--- config.mk ---
export PLATFORM = sky130hd
export DESIGN_NAME = rx_byte_fifo
export DESIGN_NICKNAME = d
export VERILOG_FILES = /design/src/rtl/rx_fifo_pkg.sv /design/src/rtl/rx_fifo_data.sv /design/src/rtl/rx_fifo_ctrl.sv /design/src/rtl/rx_byte_fifo.sv
export SDC_FILE = /design/constraint.sdc
export NUM_CORES = 1
export LEC_CHECK = 0
export ABC_AREA = 1
export CAP_MARGIN = 20
export CORE_ASPECT_RATIO = 1.25
export CORE_MARGIN = 4
export CORE_UTILIZATION = 54
export DETAILED_ROUTE_END_ITERATION = 8
export GPL_TIMING_DRIVEN = 0
export PLACE_DENSITY = 0.83
export SLEW_MARGIN = 5
export SYNTH_ARGS = -nofsm -noshare
export SYNTH_HDL_FRONTEND = slang
export SYNTH_SLANG_ARGS = --single-unit
--- constraint.sdc ---
create_clock -name clk -period 6.2 [get_ports clk]
set_input_delay 0.62 -clock clk [delete_from_list [all_inputs] [get_ports clk]]
set_output_delay 0.62 -clock clk [all_outputs]
set_load 0.01 [all_outputs]
--- src/rtl/rx_fifo_pkg.sv ---
package rx_fifo_pkg;
  typedef struct packed {
    logic push;
    logic pop;
    logic flush;
  } fifoStrobe_t;
endpackage

--- src/rtl/rx_fifo_data.sv ---
module rx_fifo_data
  import rx_fifo_pkg::*;
#(
  parameter int DEPTH = 4,
  parameter int DW = 8
) (
  input  logic          clk,
  input  logic          rstN,
  input  fifoStrobe_t   strb,
  input  logic          empty,
  input  logic [DW-1:0] wrData,
  output logic [DW-1:0] rdData
);
  localparam int AW = (DEPTH > 1) ? $clog2(DEPTH) : 1;

  logic [DW-1:0] mem [DEPTH];
  logic [AW-1:0] wrPtr, rdPtr;

  function automatic logic [AW-1:0] bump(input logic [AW-1:0] p);
    return (p == AW'(DEPTH - 1)) ? '0 : p + AW'(1);
  endfunction

  always_ff @(posedge clk or negedge rstN) begin
    if (!rstN) begin
      wrPtr <= '0;
      rdPtr <= '0;
    end else if (strb.flush) begin
      wrPtr <= '0;
      rdPtr <= '0;
    end else begin
      if (strb.push) wrPtr <= bump(wrPtr);
      if (strb.pop)  rdPtr <= bump(rdPtr);
    end
  end

  generate
    for (genvar i = 0; i < DEPTH; i++) begin : g_slot
      always_ff @(posedge clk) begin
        if (strb.push && !strb.flush && wrPtr == AW'(i)) mem[i] <= wrData;
      end
    end
  endgenerate

  assign rdData = empty ? '0 : mem[rdPtr];

  a_r9_ptrs_aligned: assert property (@(posedge clk) disable iff (!rstN)
    strb.flush |=> (wrPtr == rdPtr));
  a_r11_no_move_when_empty: assert property (@(posedge clk) disable iff (!rstN)
    (empty && !strb.push && !strb.flush) |=> $stable(rdPtr));
endmodule

--- src/rtl/rx_fifo_ctrl.sv ---
module rx_fifo_ctrl
  import rx_fifo_pkg::*;
#(
  parameter int DEPTH = 4,
  parameter int THR_W = 4
) (
  input  logic             clk,
  input  logic             rstN,
  input  logic             rxValid,
  input  logic             rxParityOk,
  input  logic             rxErrFree,
  input  logic             busRead,
  input  logic             busWrite,
  input  logic [THR_W-1:0] rxThreshold,
  input  logic             irqMask,
  input  logic             dmaEnable,
  input  logic             flush,
  input  logic             ovfClear,
  output fifoStrobe_t      strb,
  output logic             empty,
  output logic [$clog2(DEPTH+1)-1:0] level,
  output logic             thrFlag,
  output logic             ovfFlag,
  output logic             irqOut,
  output logic             dmaReq,
  output logic             busErr
);
  localparam int CW = $clog2(DEPTH + 1);

  logic [CW-1:0] count, countNext;
  logic goodByte, full, ovfHit, dmaNext;

  assign goodByte = rxValid && rxParityOk && rxErrFree;
  assign full     = (count == CW'(DEPTH));
  assign empty    = (count == '0);

  assign strb.flush = flush;
  assign strb.pop   = busRead && !empty && !flush;
  assign strb.push  = goodByte && !flush && (!full || strb.pop);
  assign ovfHit     = goodByte && !flush && full && !strb.pop;

  always_comb begin
    if (flush) countNext = '0;
    else countNext = count + CW'(strb.push) - CW'(strb.pop);
  end

  assign dmaNext = dmaEnable && !flush && (countNext != '0) &&
                   (dmaReq || (THR_W'(countNext) == rxThreshold));

  always_ff @(posedge clk or negedge rstN) begin
    if (!rstN) begin
      count   <= '0;
      thrFlag <= 1'b0;
      ovfFlag <= 1'b0;
      dmaReq  <= 1'b0;
      busErr  <= 1'b0;
    end else begin
      count   <= countNext;
      thrFlag <= (THR_W'(countNext) == rxThreshold);
      dmaReq  <= dmaNext;
      busErr  <= busWrite;
      if (flush)         ovfFlag <= 1'b0;
      else if (ovfHit)   ovfFlag <= 1'b1;
      else if (ovfClear) ovfFlag <= 1'b0;
    end
  end

  assign level  = count;
  assign irqOut = thrFlag && !irqMask;

  a_r1_level_bound: assert property (@(posedge clk) disable iff (!rstN)
    count <= CW'(DEPTH));
  a_r2_bad_byte_ignored: assert property (@(posedge clk) disable iff (!rstN)
    (rxValid && !(rxParityOk && rxErrFree) && !busRead && !flush) |=> $stable(level));
  a_r6_overflow_keeps_full: assert property (@(posedge clk) disable iff (!rstN)
    (goodByte && full && !busRead && !flush) |=> (level == CW'(DEPTH) && ovfFlag));
  a_r7_read_keeps_ovf: assert property (@(posedge clk) disable iff (!rstN)
    (ovfFlag && !ovfClear && !flush) |=> ovfFlag);
  a_r8_full_swap: assert property (@(posedge clk) disable iff (!rstN)
    (goodByte && full && busRead && !flush && !ovfFlag && !ovfClear) |=> (level == CW'(DEPTH) && !ovfFlag));
  a_r5_dma_holds: assert property (@(posedge clk) disable iff (!rstN)
    (dmaReq && dmaEnable && !flush && !(busRead && level == CW'(1) && !goodByte)) |=> dmaReq);
  a_r9_flush_empties: assert property (@(posedge clk) disable iff (!rstN)
    flush |=> (level == '0 && !dmaReq && !ovfFlag));
  a_r10_write_error: assert property (@(posedge clk) disable iff (!rstN)
    busWrite |=> busErr);
endmodule

--- src/rtl/rx_byte_fifo.sv ---
module rx_byte_fifo
  import rx_fifo_pkg::*;
#(
  parameter int DEPTH = 4,
  parameter int DW = 8,
  parameter int THR_W = 4,
  localparam int CW = $clog2(DEPTH + 1)
) (
  input  logic             clk,
  input  logic             rstN,
  input  logic             rxValid,
  input  logic [DW-1:0]    rxByte,
  input  logic             rxParityOk,
  input  logic             rxErrFree,
  input  logic             busRead,
  input  logic             busWrite,
  output logic [DW-1:0]    busRdata,
  output logic             busErr,
  input  logic [THR_W-1:0] rxThreshold,
  input  logic             irqMask,
  input  logic             dmaEnable,
  input  logic             flush,
  input  logic             ovfClear,
  output logic [CW-1:0]    level,
  output logic             thrFlag,
  output logic             ovfFlag,
  output logic             irqOut,
  output logic             dmaReq
);
  fifoStrobe_t strb;
  logic empty;

  rx_fifo_ctrl #(.DEPTH(DEPTH), .THR_W(THR_W)) u_ctrl (
    .clk(clk), .rstN(rstN),
    .rxValid(rxValid), .rxParityOk(rxParityOk), .rxErrFree(rxErrFree),
    .busRead(busRead), .busWrite(busWrite),
    .rxThreshold(rxThreshold), .irqMask(irqMask), .dmaEnable(dmaEnable),
    .flush(flush), .ovfClear(ovfClear),
    .strb(strb), .empty(empty), .level(level),
    .thrFlag(thrFlag), .ovfFlag(ovfFlag), .irqOut(irqOut),
    .dmaReq(dmaReq), .busErr(busErr)
  );

  rx_fifo_data #(.DEPTH(DEPTH), .DW(DW)) u_data (
    .clk(clk), .rstN(rstN), .strb(strb), .empty(empty),
    .wrData(rxByte), .rdData(busRdata)
  );
endmodule

==> results.sh, run 1 <==
export IMPL_status="complete, no violations"
export IMPL_grt_overflow=0
export IMPL_setup_viol=0
export IMPL_syn_nets=215
export IMPL_diodes=0
export IMPL_vias_per_cell=5.20
export IMPL_netlist_cell_type_count=24
export IMPL_worstPathMaxFanout=10
export IMPL_synth_avg_cell_area_um2=10.6
export IMPL_most_common_layout_cells="nor2_1 (39), clkdlybuf4s50_1 (38), edfxtp_1 (32)"
export IMPL_syn_instance_count=184
export IMPL_hp_class="reg2reg"
export IMPL_cts_resized_gates=0
export IMPL_synth_warnings=0
export IMPL_area_delta_synth_final_pct=28.7
export IMPL_wl_mm=4.08
export IMPL_whs_path_depth=2
export IMPL_p_total_uw=884
export IMPL_ant_nets=0
export IMPL_io_pins=39
export IMPL_clock_latency_ns=0.30
export IMPL_drc=0
export IMPL_r2r_cells=17
export IMPL_drt_iter0_drc=62
export IMPL_cts_setup_buffers=0
export IMPL_cts_sinks=43
export IMPL_cp_arrival_ns=3.21
export IMPL_ys_ff_latch=43
export IMPL_fp_dieW_um=61.8
export IMPL_crit_path_start_kind="input pin"
export IMPL_netlist_area_um2=1950
export IMPL_clock_path_buffers=2
export IMPL_drive_gt1_share_pct=11.3
export IMPL_rows=24
export IMPL_grt_max_degree=14
export IMPL_vias=1400
export IMPL_p_leak_uw=0.00103
export IMPL_required_ns=6.43
export IMPL_critical_path_class="in2reg"
export IMPL_layout_min_cycle_time_ns=2.98
export IMPL_setup_tns_final_ns=0
export IMPL_grt_util_all_layers_pct=20.3
export IMPL_worst_pin_slew_ns=0.805
export IMPL_first_pass_iters=4
export IMPL_antenna_found_initial=0
export IMPL_die_area_um2=4650
export IMPL_mostFrequentLayoutCell="nor2_1"
export IMPL_power_density_nw_per_um2=351
export IMPL_fin_skew_ns=0.00620
export IMPL_cts_tree="yes"
export IMPL_cp_end_kind="register"
export IMPL_clkTransAtPathRegs_ns=0.07
export IMPL_rsz0062_at_grt="false"
export IMPL_port_buffer_count=38
export IMPL_cts_hold_buf=0
export IMPL_finalMaxSlewViolations=0
export IMPL_hold_violations=0
export IMPL_numCtsBuffers=5
export IMPL_root_buffer="clkbuf_8"
export IMPL_ir_worst_vdd_mv=0.246
export IMPL_grt_pass1_vias=1432
export IMPL_nets=260
export IMPL_drv_cap=0
export IMPL_fmax_mhz=335
export IMPL_start_util_pct=56.1
export IMPL_coreArea_um2=3480
export IMPL_place_gp_congestion=0.726
export IMPL_synth_seq_area_share_pct=63.3
export IMPL_slew_headroom_pct=46.1
export IMPL_routedWlPerCell_um=15.2
export IMPL_grt_pass1_wl_mm=6.56
export IMPL_pre_cts_ws_ns=2.89
export IMPL_dp_hpwl_mm=2.90
export IMPL_period_share_pct=48.1
export IMPL_cts_max_level=2
export IMPL_layout_setup_ws_ns=3.22
export IMPL_die_height_um=75.3
## layer usage
layer  track usage (%)  wire length, µm  share of wire [%]  vias to the layer above
li1                  -                -                  -                      698
met1              23.4             1640                 40                      659
met2              35.5             2190                 54                       35
met3              4.63              181                4.4                        8
met4              8.49               72                1.8                        0
met5                 0                0                  0                        -
## path summary, 6_finish.rpt
path / from / end / slack (ns)
hold / removal: u_ctrl.dmaReq$_DFF_PN0_ / u_ctrl.dmaReq$_DFF_PN0_ / 0.54
setup / recovery: flush / u_ctrl.dmaReq$_DFF_PN0_ / 3.22
min in group asynchronous: rstN / u_ctrl.thrFlag$_DFF_PN0_ / 0.67
setup reg to reg: u_ctrl.level[1]$_DFF_PN0_ / u_ctrl.dmaReq$_DFF_PN0_ / 3.54
max in group asynchronous: rstN / u_ctrl.level[0]$_DFF_PN0_ / 5.18
hold reg to reg: u_ctrl.dmaReq$_DFF_PN0_ / u_ctrl.dmaReq$_DFF_PN0_ / 0.54
## cell families after synthesis
kind of cell	after synthesis	synth area share, %
AO/OA/AOI/OAI	28	7.43
XOR/XNOR	1	0.448
adder cells (fa/ha/maj)	8	5.51
buffers and inverters	32	6.79
AND/OR/NAND/NOR	72	16.6
flip-flops	43	63.3
## through the flow
step / instances / util, % / instance area, µm² / hold slack [ns]
finish: 269 / 72.2 / 2520 / 0.537
global placement: 261 / 68.4 / 2380 / 0.521
floorplan: 184 / - / 1950 / 0.324
CTS: 269 / 72.2 / 2520 / 0.538
detailed placement: 261 / 68.4 / 2380 / 0.517
global route: 269 / 72.2 / 2520 / 0.555
## power breakdown
part | internal [µW] | switching, µW
combinational | 131 | 166
clock | 161 | 90.0
sequential | 324 | 13.2
## cell type report
type / count / area (µm²)
sequential: 43 / 1240
fill: 242 / 967
multi-input combinational: 109 / 586
timing repair buffer: 38 / 380
inverter: 28 / 108
clock buffer: 6 / 72.6
clock inverter: 2 / 60.1
tap: 39 / 48.8
buffer: 4 / 25.0
## critical path, cell delays in order
cell and delay (ns):
clkdlybuf4s50_1 0.54, inv_4 0.09, nand3_2 0.09, nand4_2 0.14
nand2_2 0.18, ha_1 0.25, inv_1 0.06, ha_1 0.13
inv_1 0.05, fa_1 0.44, nor2_2 0.14, inv_2 0.05
nand2_1 0.05, nand3_1 0.07, nor2_2 0.09, nand3_2 0.10
a21oi_2 0.11
## state kept, by name, summed over array words and instances, names as in the netlist
name and flops:
u_data.rdPtr 2, u_ctrl.thrFlag 1, u_ctrl.ovfFlag 1, u_data.wrPtr 2, u_ctrl.dmaReq 1, u_data.mem 32, u_ctrl.level 3, u_ctrl.busErr 1
## cell usage after synthesis (all sizes together)
master | number | area share (%)
clkbuf | 1 | 0.26
edfxtp | 32 | 49
nand2 | 17 | 3.5
a21oi | 9 | 2.5
o22ai | 1 | 0.32
nor2 | 41 | 8.1
xor2 | 1 | 0.45
nand3 | 10 | 3.3
dfrtp | 11 | 14
inv | 28 | 5.5
fa | 1 | 1.0
ha | 7 | 4.5
nand4 | 4 | 1.6
buf | 3 | 1.0
o21ai | 18 | 4.6
Note: power is estimated with default switching activity, not from simulation.
==> inputs of run 2 (changes only) <==
CORE_UTILIZATION = 51   (was 54)
PLACE_DENSITY = 0.79   (was 0.83)
clock period = 2.95 ns   (was 6.2 ns; I/O delays follow)
==> run 2 against run 1 <==
Compared with the run above: via count down 1.1%; register-to-register slack worse by 3.3 ns; count of clock-buffer cells in the layout stayed put; largest power group unchanged.
==> results.sh, run 2 (synthesis gave the netlist of run 1 again) <==
export IMPL_cpMostUsedCell="nand3_2"
export IMPL_first_pass_iters=4
export IMPL_vias=1384
export IMPL_finalMaxSlewViolations=0
export IMPL_hold_violations=0
export IMPL_status="complete, no violations"
export IMPL_wl_mm=3.92
export IMPL_rows=24
export IMPL_cts_setup_buffers=0
export IMPL_clock_latency_ns=0.30
export IMPL_final_area_um2=2470
export IMPL_layout_min_cycle_time_ns=2.68
export IMPL_die_height_um=77.2
export IMPL_die_area_um2=4890
export IMPL_vias_per_cell=5.14
export IMPL_rrSetupSlack_ns=0.27
export IMPL_crit_path_start_kind="register"
export IMPL_fmax_mhz=373
export IMPL_fill_cells=294
export IMPL_power_density_nw_per_um2=683
export IMPL_largest_reg_flops=32
export IMPL_slew_headroom_pct=46.6
export IMPL_critPathSlowestCell="dfrtp_1"
export IMPL_regMostFlops="u_data.mem"
export IMPL_coreArea_um2=3600
export IMPL_required_ns=3.18
export IMPL_rsz0062_at_grt="false"
export IMPL_fin_skew_ns=0.00324
export IMPL_diodes=0
export IMPL_startpoint="u_ctrl.level[1]$_DFF_PN0_"
export IMPL_fp_dieW_um=63.4
export IMPL_area_delta_synth_final_pct=26.3
export IMPL_most_common_layout_cells="nor2_1 (39), clkdlybuf4s50_1 (38), edfxtp_1 (32)"
export IMPL_cp_arrival_ns=2.91
export IMPL_period_share_pct=91.0
export IMPL_crit_chain="inv_2 -> nand3_2 -> nand3_2 -> nand4_2 -> nand2_2 -> ha_1 -> inv_1 -> ha_1 -> inv_1 -> fa_1 -> nor2_2 -> inv_2 -> nand2_1 -> nand3_1 -> nor2_2 -> nand3_2 -> a21oi_2"
export IMPL_whs_ns=0.336
export IMPL_clkTransAtPathRegs_ns=0.08
export IMPL_rr_endpoint="u_ctrl.dmaReq$_DFF_PN0_"
export IMPL_critPathMaxStageDelay_ns=0.44
export IMPL_grt_pass1_vias=1407
export IMPL_drt_iter0_drc=37
export IMPL_drv_cap=0
export IMPL_ir_worst_vdd_mv=0.441
export IMPL_grt_max_degree=14
export IMPL_mostFrequentLayoutCell="nor2_1"
export IMPL_routedWlPerCell_um=14.6
export IMPL_place_gp_congestion=0.759
export IMPL_clock_path_buffers=2
export IMPL_cts_hold_buf=0
export IMPL_drive_gt1_share_pct=11.3
export IMPL_io_pins=39
export IMPL_hp_class="in2async"
export IMPL_cts_resized_gates=0
export IMPL_drc=0
export IMPL_start_util_pct=54.2
export IMPL_port_buffer_count=38
export IMPL_reg2reg_from="u_ctrl.level[1]$_DFF_PN0_"
export IMPL_dp_hpwl_mm=2.76
export IMPL_antenna_found_initial=0
export IMPL_critical_path_class="reg2reg"
export IMPL_setup_viol=0
export IMPL_worstPathMaxFanout=7
export IMPL_root_buffer="clkbuf_8"
export IMPL_crit_family="simple AND/OR/NAND/NOR gates"
export IMPL_cp_end_kind="register"
export IMPL_worst_pin_slew_ns=0.798
export IMPL_placed_cell_area_um2=2380
export IMPL_p_leak_uw=0.00100
export IMPL_grt_pass1_wl_mm=6.40
export IMPL_cts_max_level=2
export IMPL_numCtsBuffers=5
export IMPL_ant_nets=0
export IMPL_nets=260
export IMPL_grt_overflow=0
export IMPL_cts_tree="yes"
export IMPL_cts_sinks=43
export IMPL_cp_num_buf_inv=4
export IMPL_grt_util_all_layers_pct=17.5
export IMPL_r2r_cells=17
-- run 2: cell count changes in the layout (fill, tap and decap cells not counted), sizes merged --
cell      previous run  this run
bufinv               2         0
clkinvlp             0         1
clkinv               0         1
-- run 2: power by group --
group	switching [µW]	internal (µW)	leakage, µW
registers	25.7	680	0.000437
logic	347	275	0.000524
clock network	194	165	0.0000412
-- run 2: layer usage --
metal | vias to the layer above | track usage (%) | wire length [µm]
met5 | - | 0 | 0
met4 | 0 | 9.07 | 78
met3 | 8 | 5.12 | 226
met2 | 40 | 29.7 | 2060
met1 | 637 | 19.8 | 1550
li1 | 699 | - | -
-- run 2: worst max path at each step --
stage	endpoint	slack [ns]	cells after the start
2_1_floorplan	u_ctrl.dmaReq$_DFF_PN0_	0.48	17
3_3_place_gp	u_ctrl.dmaReq$_DFF_PN0_	0.01	17
3_5_place_dp	u_ctrl.dmaReq$_DFF_PN0_	-0.04	17
4_1_cts	u_ctrl.dmaReq$_DFF_PN0_	0.25	17
5_1_grt	u_ctrl.dmaReq$_DFF_PN0_	0.06	17
6_report	u_ctrl.dmaReq$_DFF_PN0_	0.27	17
-- run 2: layout make-up --
| cell class | instances | area [µm²] | share of cell area [%] |
|---|---|---|---|
| buffer | 4 | 25.0 | 1.01 |
| clock buffer | 6 | 72.6 | 2.94 |
| clock inverter | 2 | 12.5 | 0.507 |
| inverter | 28 | 108 | 4.36 |
| multi-input combinational | 109 | 586 | 23.7 |
| sequential | 43 | 1240 | 50.1 |
| tap | 39 | 48.8 | 1.98 |
| timing repair buffer | 38 | 380 | 15.4 |
-- run 2: stage by stage --
step                total power, µW  utilization, %  setup WS (ns)  instances  TNS, ns
finish                         1690            68.5          0.266        269        0
global placement               1330            66.1         0.0119        261        0
global route                   1800            68.5         0.0553        269        0
floorplan                      1060               -          0.480        184        0
CTS                            1700            68.5          0.248        269        0
detailed placement             1340            66.1        -0.0440        261  -0.0440
==> inputs of run 3 (changes only) <==
CORE_UTILIZATION = 62   (was 51)
DONT_BUFFER_PORTS = 1   (was default)
PLACE_DENSITY = 0.78   (was 0.79)
REMOVE_ABC_BUFFERS = 1   (was default)
clock period = 2.65 ns   (was 2.95 ns; I/O delays follow)
==> run 3 against run 2 <==
Compared with the run above: core utilization rose by 7.8 points; global-route usage increased by 1.4 points; register-to-register slack worse by 0.25 ns; count of clock-buffer cells in the layout is 1 higher; flip-flop and latch count is the same; critical path type unchanged; clock power shrank 19%; sequential share of layout area is 4.6 points higher.
==> results.sh, run 3 (synthesis gave the netlist of run 1 again) <==
export IMPL_swShare_pct=36.6
export IMPL_status="complete, no violations"
export IMPL_setup_viol=0
export IMPL_cp_end_kind="register"
export IMPL_cpMostUsedCell="inv_2"
export IMPL_grt_pass1_wl_mm=5.69
export IMPL_mostFrequentLayoutCell="nor2_1"
export IMPL_worstPathMaxFanout=3
export IMPL_numCtsBuffers=5
export IMPL_crit_family="simple AND/OR/NAND/NOR gates"
export IMPL_r2r_cells=17
export IMPL_hold_violations=0
export IMPL_layout_min_cycle_time_ns=2.63
export IMPL_seq_power_share_pct=50.4
export IMPL_ant_nets=0
export IMPL_routedWlPerCell_um=15.4
export IMPL_drt_iter0_drc=106
export IMPL_placed_cell_area_um2=1970
export IMPL_grt_overflow=0
export IMPL_wl_mm=3.75
export IMPL_setup_tns_final_ns=0
export IMPL_p_sw_uw=613
export IMPL_cts_sinks=43
export IMPL_cp_num_cells=17
export IMPL_whs_path_depth=2
export IMPL_drive_gt1_share_pct=17.9
export IMPL_cp_num_buf_inv=4
export IMPL_port_buffer_count=0
export IMPL_antenna_found_initial=0
export IMPL_critPathMaxStageDelay_ns=0.49
export IMPL_first_pass_iters=4
export IMPL_p_int_uw=1060
export IMPL_slew_headroom_pct=48.6
export IMPL_most_common_layout_cells="nor2_1 (39), edfxtp_1 (32), inv_1 (19)"
export IMPL_diodes=0
export IMPL_start_util_pct=65.7
export IMPL_fin_skew_ns=0.00725
export IMPL_power_density_nw_per_um2=738
export IMPL_dp_hpwl_mm=2.43
export IMPL_io_pins=39
export IMPL_fmax_mhz=380
export IMPL_area_delta_synth_final_pct=16.1
export IMPL_critPathSlowestCell="dfrtp_2"
export IMPL_crit_path_start_kind="register"
export IMPL_nets=237
export IMPL_ir_worst_vdd_mv=0.642
export IMPL_grt_util_all_layers_pct=18.9
export IMPL_largest_reg_flops=32
export IMPL_grt_max_degree=20
export IMPL_die_area_um2=4120
export IMPL_coreArea_um2=2970
export IMPL_die_height_um=70.8
export IMPL_place_gp_congestion=0.751
export IMPL_critical_path_class="reg2reg"
export IMPL_cp_arrival_ns=2.91
export IMPL_drv_cap=0
export IMPL_cts_max_level=2
export IMPL_combPwrFrac_pct=32.2
export IMPL_rsz0062_at_grt="true"
export IMPL_grt_pass1_vias=1355
export IMPL_worst_pin_slew_ns=0.768
export IMPL_crit_chain="inv_4 -> nand3_4 -> nand3_4 -> nand4_4 -> nand2_4 -> ha_4 -> inv_2 -> ha_4 -> inv_2 -> fa_1 -> nor2_2 -> inv_2 -> nand2_2 -> nand3_2 -> nor2_2 -> nand3_2 -> a21oi_2"
export IMPL_regMostFlops="u_data.mem"
export IMPL_vias_per_cell=5.59
export IMPL_clock_path_buffers=2
export IMPL_hp_class="in2reg"
export IMPL_drc=0
export IMPL_root_buffer="clkbuf_4"
export IMPL_fill_cells=188
export IMPL_rows=22
export IMPL_finalMaxSlewViolations=0
export IMPL_clockPowerShare_pct=17.4
export IMPL_clkTransAtPathRegs_ns=0.11
export IMPL_p_leak_uw=0.000909
export IMPL_fp_dieW_um=58.2
export IMPL_cts_tree="yes"
export IMPL_final_area_um2=2270
export IMPL_required_ns=2.93
export IMPL_post_route_util_pct=76.3
export IMPL_period_share_pct=99.4
export IMPL_clock_latency_ns=0.34
export IMPL_vias=1358
-- run 3: cell count changes in the layout (fill, tap and decap cells not counted), moves of 2 or more --
cell and delta:
buf_4 +4, nand3_4 +2, clkbuf_4 +5, dlygate4sd3_1 +13, ha_4 +2, clkdlybuf4s50_1 -38
clkbuf_8 -5, dfrtp_1 -3, dfrtp_2 +3, inv_4 +2, ha_1 -2, inv_1 -3
-- run 3: through the flow --
stage	hold slack, ns	setup slack [ns]	total power [µW]	std cells
final	0.0415	0.0150	1670	243
after detailed placement	-0.0303	-0.0429	1260	216
after global placement	-0.0303	0.00588	1240	216
after CTS	0.00128	0.0199	1570	230
after global routing	0.00549	-0.104	1790	243
after floorplan	-0.0306	0.180	1160	180
-- run 3: what timing repair did --
| item | 4_1_cts | 5_1_grt |
|---|---|---|
| buffers inserted | 1 | 5 |
| gates resized for setup | 4 | 13 |
| setup endpoints to repair | 2 | 2 |
| pin swaps | 1 | 9 |
| hold buffers | 5 | 8 |
| cloned | 0 | 0 |
| endpoints found under the hold margin | 18 | 28 |
-- run 3: worst register-to-register path: stages (launching register included) --
cell and delay, ns:
dfrtp_2 0.49, inv_4 0.11, nand3_4 0.10, nand3_4 0.10, nand4_4 0.10, nand2_4 0.10, ha_4 0.19, inv_2 0.06
ha_4 0.12, inv_2 0.03, fa_1 0.47, nor2_2 0.18, inv_2 0.06, nand2_2 0.06, nand3_2 0.06, nor2_2 0.12
nand3_2 0.08, a21oi_2 0.13
-- run 3: per-layer routing --
| metal | wire length, µm | track usage, % | part of all wire [%] |
|---|---|---|---|
| met5 | 0 | 0 | 0 |
| met4 | 64 | 7.47 | 1.7 |
| met3 | 247 | 7.12 | 6.6 |
| met2 | 2090 | 34.5 | 56 |
| met1 | 1350 | 18.9 | 36 |
-- run 3: power groups by stage --
stage	Sequential [µW]	Clock (µW)	Combinational [µW]
final	843	291	540
after global routing	851	329	605
after CTS	834	295	439
after detailed placement	846	0	415
after global placement	843	0	395
after floorplan	828	0	330
-- run 3: path summary, 6_finish.rpt --
check                                          start                          end  slack (ns)
setup / recovery           u_ctrl.level[0]$_DFF_PN0_      u_ctrl.dmaReq$_DFF_PN0_        0.02
max in group asynchronous                       rstN    u_ctrl.level[1]$_DFF_PN0_        1.97
hold / removal                             dmaEnable      u_ctrl.dmaReq$_DFF_PN0_        0.04
hold reg to reg              u_ctrl.dmaReq$_DFF_PN0_      u_ctrl.dmaReq$_DFF_PN0_        0.58
min in group asynchronous                       rstN  u_data.wrPtr[1]$_DFFE_PN0P_        0.31
setup reg to reg           u_ctrl.level[0]$_DFF_PN0_      u_ctrl.dmaReq$_DFF_PN0_        0.02
-- run 3: cell type report --
type / count / area [µm²] / area share (%)
flip-flops and latches: 43 / 1240 / 54.6
clock buffers: 7 / 45.0 / 1.98
multi-input cells: 109 / 647 / 28.5
well taps: 36 / 45.0 / 1.98
inverters: 28 / 113 / 4.96
repair buffers: 19 / 175 / 7.72
clock inverters: 1 / 5.00 / 0.221
